<file path="config.mk">
export PLATFORM = sky130hd
export DESIGN_NAME = sbus_ctrl_reg
export DESIGN_NICKNAME = d
export VERILOG_FILES = /design/src/rtl/sbus_ctrl_reg.sv
export SDC_FILE = /design/constraint.sdc
export NUM_CORES = 1
export LEC_CHECK = 0
export BUFFER_PORTS_ARGS = -buffer_cell sky130_fd_sc_hd__buf_2
export CORE_AREA = 5 5 42 44
export DETAILED_ROUTE_END_ITERATION = 8
export DIE_AREA = 0 0 47 49
export GPL_ROUTABILITY_DRIVEN = 0
export PLACE_DENSITY_LB_ADDON = 0.25
export REMOVE_ABC_BUFFERS = 1
export SETUP_SLACK_MARGIN = 0.2
export SLEW_MARGIN = 25
export SYNTH_ARGS = -nofsm -noshare
export SYNTH_HDL_FRONTEND = slang
export SYNTH_SLANG_ARGS = --single-unit
</file>
<file path="constraint.sdc">
create_clock -name clk -period 1.1 [get_ports clk]
set_input_delay 0.275 -clock clk [delete_from_list [all_inputs] [get_ports clk]]
set_output_delay 0.275 -clock clk [all_outputs]
set_load 0.005 [all_outputs]
</file>
<file path="src/rtl/sbus_ctrl_reg.sv">
module sbus_ctrl_reg #(
  parameter int REG_W = 8
) (
  input  logic             clk,
  input  logic             rst_n,
  input  logic             wr_en,
  input  logic [REG_W-1:0] wr_data,
  output logic [REG_W-1:0] rd_data,
  input  logic             eng_idle,
  input  logic             ack_start,
  input  logic             ack_stop,
  input  logic             ack_pec,
  output logic             enable_o,
  output logic             smb_mode_o,
  output logic             start_req_o,
  output logic             stop_req_o,
  output logic             pec_req_o
);
  localparam int EN_B   = 0;
  localparam int MODE_B = 1;
  localparam int REQ_LO = 2;
  localparam int NREQ   = 3;
  localparam int PEND_B = REQ_LO + NREQ;

  logic            en_q, pend_q, mode_q;
  logic [NREQ-1:0] req_q, req_ack, req_set;
  logic            wr_on, wr_off, dis_now;

  assign wr_on   = wr_en &&  wr_data[EN_B];
  assign wr_off  = wr_en && !wr_data[EN_B];
  assign dis_now = (wr_off && (!en_q || eng_idle)) || (pend_q && eng_idle && !wr_on);
  assign req_ack = {ack_pec, ack_stop, ack_start};
  assign req_set = wr_on ? wr_data[REQ_LO +: NREQ] : '0;

  always_ff @(posedge clk or negedge rst_n) begin
    if (!rst_n) begin
      en_q   <= 1'b0;
      pend_q <= 1'b0;
      mode_q <= 1'b0;
      req_q  <= '0;
    end else begin
      if (wr_en) mode_q <= wr_data[MODE_B];
      if (wr_on)        en_q <= 1'b1;
      else if (dis_now) en_q <= 1'b0;
      if (wr_on || dis_now)              pend_q <= 1'b0;
      else if (wr_off && en_q && !eng_idle) pend_q <= 1'b1;
      if (dis_now) req_q <= '0;
      else         req_q <= (req_q & ~req_ack) | req_set;
    end
  end

  always_comb begin
    rd_data         = '0;
    rd_data[EN_B]   = en_q;
    rd_data[MODE_B] = mode_q;
    rd_data[REQ_LO +: NREQ] = req_q;
    rd_data[PEND_B] = pend_q;
  end

  assign enable_o    = en_q;
  assign smb_mode_o  = mode_q;
  assign start_req_o = req_q[0];
  assign stop_req_o  = req_q[1];
  assign pec_req_o   = req_q[2];


  defer_hold_chk: assert property (@(posedge clk) disable iff (!rst_n)
    (en_q && !eng_idle && wr_off) |=> (enable_o && pend_q));

  idle_apply_chk: assert property (@(posedge clk) disable iff (!rst_n)
    (pend_q && eng_idle && !wr_on) |=> (!enable_o && !pend_q && req_q == '0));

  ack_clear_chk: assert property (@(posedge clk) disable iff (!rst_n)
    (start_req_o && ack_start && !(wr_on && wr_data[REQ_LO])) |=> !start_req_o);

  set_wins_chk: assert property (@(posedge clk) disable iff (!rst_n)
    (wr_on && wr_data[REQ_LO+1] && ack_stop) |=> stop_req_o);

  pend_needs_en_chk: assert property (@(posedge clk) disable iff (!rst_n)
    pend_q |-> enable_o);
endmodule

</file>
==> metrics.txt <==
die area=2300 sq um; final setup TNS=0 ps; Ys Warns=0; Worst VDD drop=0.000549 V; Int Pwr=438 uW; Worst setup SP type=flop; Reg power frac=42.7%; first-pass GRT wire length=about 1400 microns; vias in the first global route=323; Synth Instances=34; Crit Path Class=reg2out; Final ANT Viol Nets=0; clock root cell=clkbuf_4; worst skew pair latency=240 ps; CTS tree=yes; Clk pin slew, worst setup/hold paths=~50 ps; final count of pins violating max slew=0; Hold WC Path Type=in2reg; CP cell instances=buf_2; DR DRC count=0; Min Clock Period, post-route=about 1000 ps; leak pwr=between 0.0002 and 0.0003 uW; largest net degree at the start of global routing=11; nature of the critical path endpoint=primary output; grt total ovfl=0; CORE AREA=about 1400 sq um; commonest cells after routing, fill and taps aside=buf_2, dfrtp_1, nand2b_1; FP Rows=14; fraction of layout cells with a size suffix above 1=around three fifths; clk sinks=6; Worst Path Max Fanout=3; WP depth=1; RSZ-0062 raised after global routing=true; Worst path top cell family by delay=flip-flops; CTS H-tree depth=1; R2R Path End=req_q[2]; via count=about 330; Post-Syn Area=roughly 350 sq um; clock share of power=between 30% and 40%; crit-path max cell delay=between 300 and 400 ps; 1st-iter DRT viols=3; WL final=842 microns; GR Util All Layers=under 10%; Avg Vias per Cell=~4.6; Worst R2R Setup Slack=190 ps; worst setup path endpoint=rd_data[5]; Post-Layout Cell Count=between 70 and 80; total CTS buffers=3; Final period util=94.0%; Cells after DPL=64; Boundary Pins=28; clock skew=between 2 and 3 ps; Req. time, crit path=820 ps; Nets=72; run status=finished, final reports clean; FMAX=967 MHz; WL/cell=11.9 microns; Ant. Diodes=0; fill count=around 160; RR Startpoint=enable_o; DIE WIDTH=47 microns; Seq/Total Area, Yosys=42.9%; Port Buffers=22; most common cell after layout, fill and taps aside=buf_2; final hold vios=0; Yosys cell types=14; Area Growth Syn to Fin=41.1%; P per Cell Area=around 1200 nW/um^2; Setup crit start=pend_q; Starting Density=between 20% and 30%; clk buf depth=2; switching share of power=25.5%; Arrival @ worst endpoint=760 ps; syn avg cell area=10.3 sq um; FF-to-FF path depth=3; Yosys reg bits=6; Final Setup Violations=0; Critical Path Slowest Stage Cell=dfrtp_1; max cap viols=0; Die Y=between 40 and 50 microns; switching power=150 uW; CP bufs+invs=1; initial antenna violation count=0; Logic pwr share=23.0%; Detailed Routing Iterations Pass 1=2
stage by stage:
stage	area, sq um	utilization (%)	power [uW]	hold WS [ps]	setup slack (ps)
3_5_place_dp	413	29.5	362	113	93.0
6_report	494	35.3	588	228	66.0
3_3_place_gp	413	29.5	360	106	97.7
5_1_grt	494	35.3	637	219	15.3
2_1_floorplan	283	-	293	-20.6	225
4_1_cts	480	34.3	596	216	46.6
synthesized netlist by cell type (all sizes together):
master / n / share of area (%)
buf: 9 / 20
nand2b: 5 / 8.9
a21oi: 1 / 1.4
a221oi: 3 / 7.5
nor2b: 1 / 1.8
mux2: 1 / 3.2
conb: 1 / 1.1
a22o: 1 / 2.5
o21ai: 1 / 1.4
nand3b: 1 / 2.1
dfrtp: 6 / 43
nand3: 3 / 4.3
and3b: 1 / 2.5
worst min-delay path by stage:
| stage | start | endpoint | slack [ps] | depth (start not counted) |
|---|---|---|---|---|
| after detailed placement | rst_n | req_q[1] | 110 | 1 |
| after global routing | eng_idle | pend_q | 220 | 2 |
| after CTS | eng_idle | pend_q | 220 | 2 |
| after global placement | rst_n | req_q[0] | 110 | 1 |
| final | eng_idle | pend_q | 230 | 2 |
| after floorplan | rst_n | enable_o | -20 | 0 |
cell type report:
type	instances	area [sq um]	area share [%]
tap	16	20.0	4.05
sequential	6	150	30.4
timing repair buffer	26	143	28.9
clock buffer	3	22.5	4.56
multi-input combinational	20	159	32.2
power groups by stage:
stage          clock (uW)  sequential [uW]  combinational (uW)
6_report              202              251                 135
5_1_grt               232              254                 152
4_1_cts               214              251                 131
3_5_place_dp            0              258                 104
3_3_place_gp            0              257                 104
2_1_floorplan           0              262                30.6
state kept, by name (all words and copies together) (netlist names):
register / cells
enable_o: 1
pend_q: 1
smb_mode_o: 1
req_q: 3
timing repair:
action,in CTS,in global routing
buffers inserted,2,1
gates resized for setup,3,1
cloned,0,0
hold buffers,1,0
endpoints found under the hold margin,6,0
pin swaps,0,1
endpoints found under the setup margin,14,14
cells by family after synthesis:
family / count (synthesis) / synth area share, %
AOI/OAI and AO/OA: 6 / 12.9
buffers and inverters: 9 / 20.4
DFF: 6 / 42.9
muxes: 1 / 3.21
other: 1 / 1.07
and+or+nand+nor: 11 / 19.6
routing by layer:
| layer | track usage [%] | up-vias | share of wire (%) | wire length, microns |
|---|---|---|---|---|
| met5 | 0 | - | 0 | 0 |
| met4 | 4.15 | 0 | 0 | 0 |
| met3 | 5.90 | 0 | 14 | 114 |
| met2 | 11.3 | 19 | 41 | 347 |
| met1 | 10.9 | 153 | 45 | 380 |
| li1 | - | 154 | - | - |
Note: power is estimated with default switching activity, not from simulation.
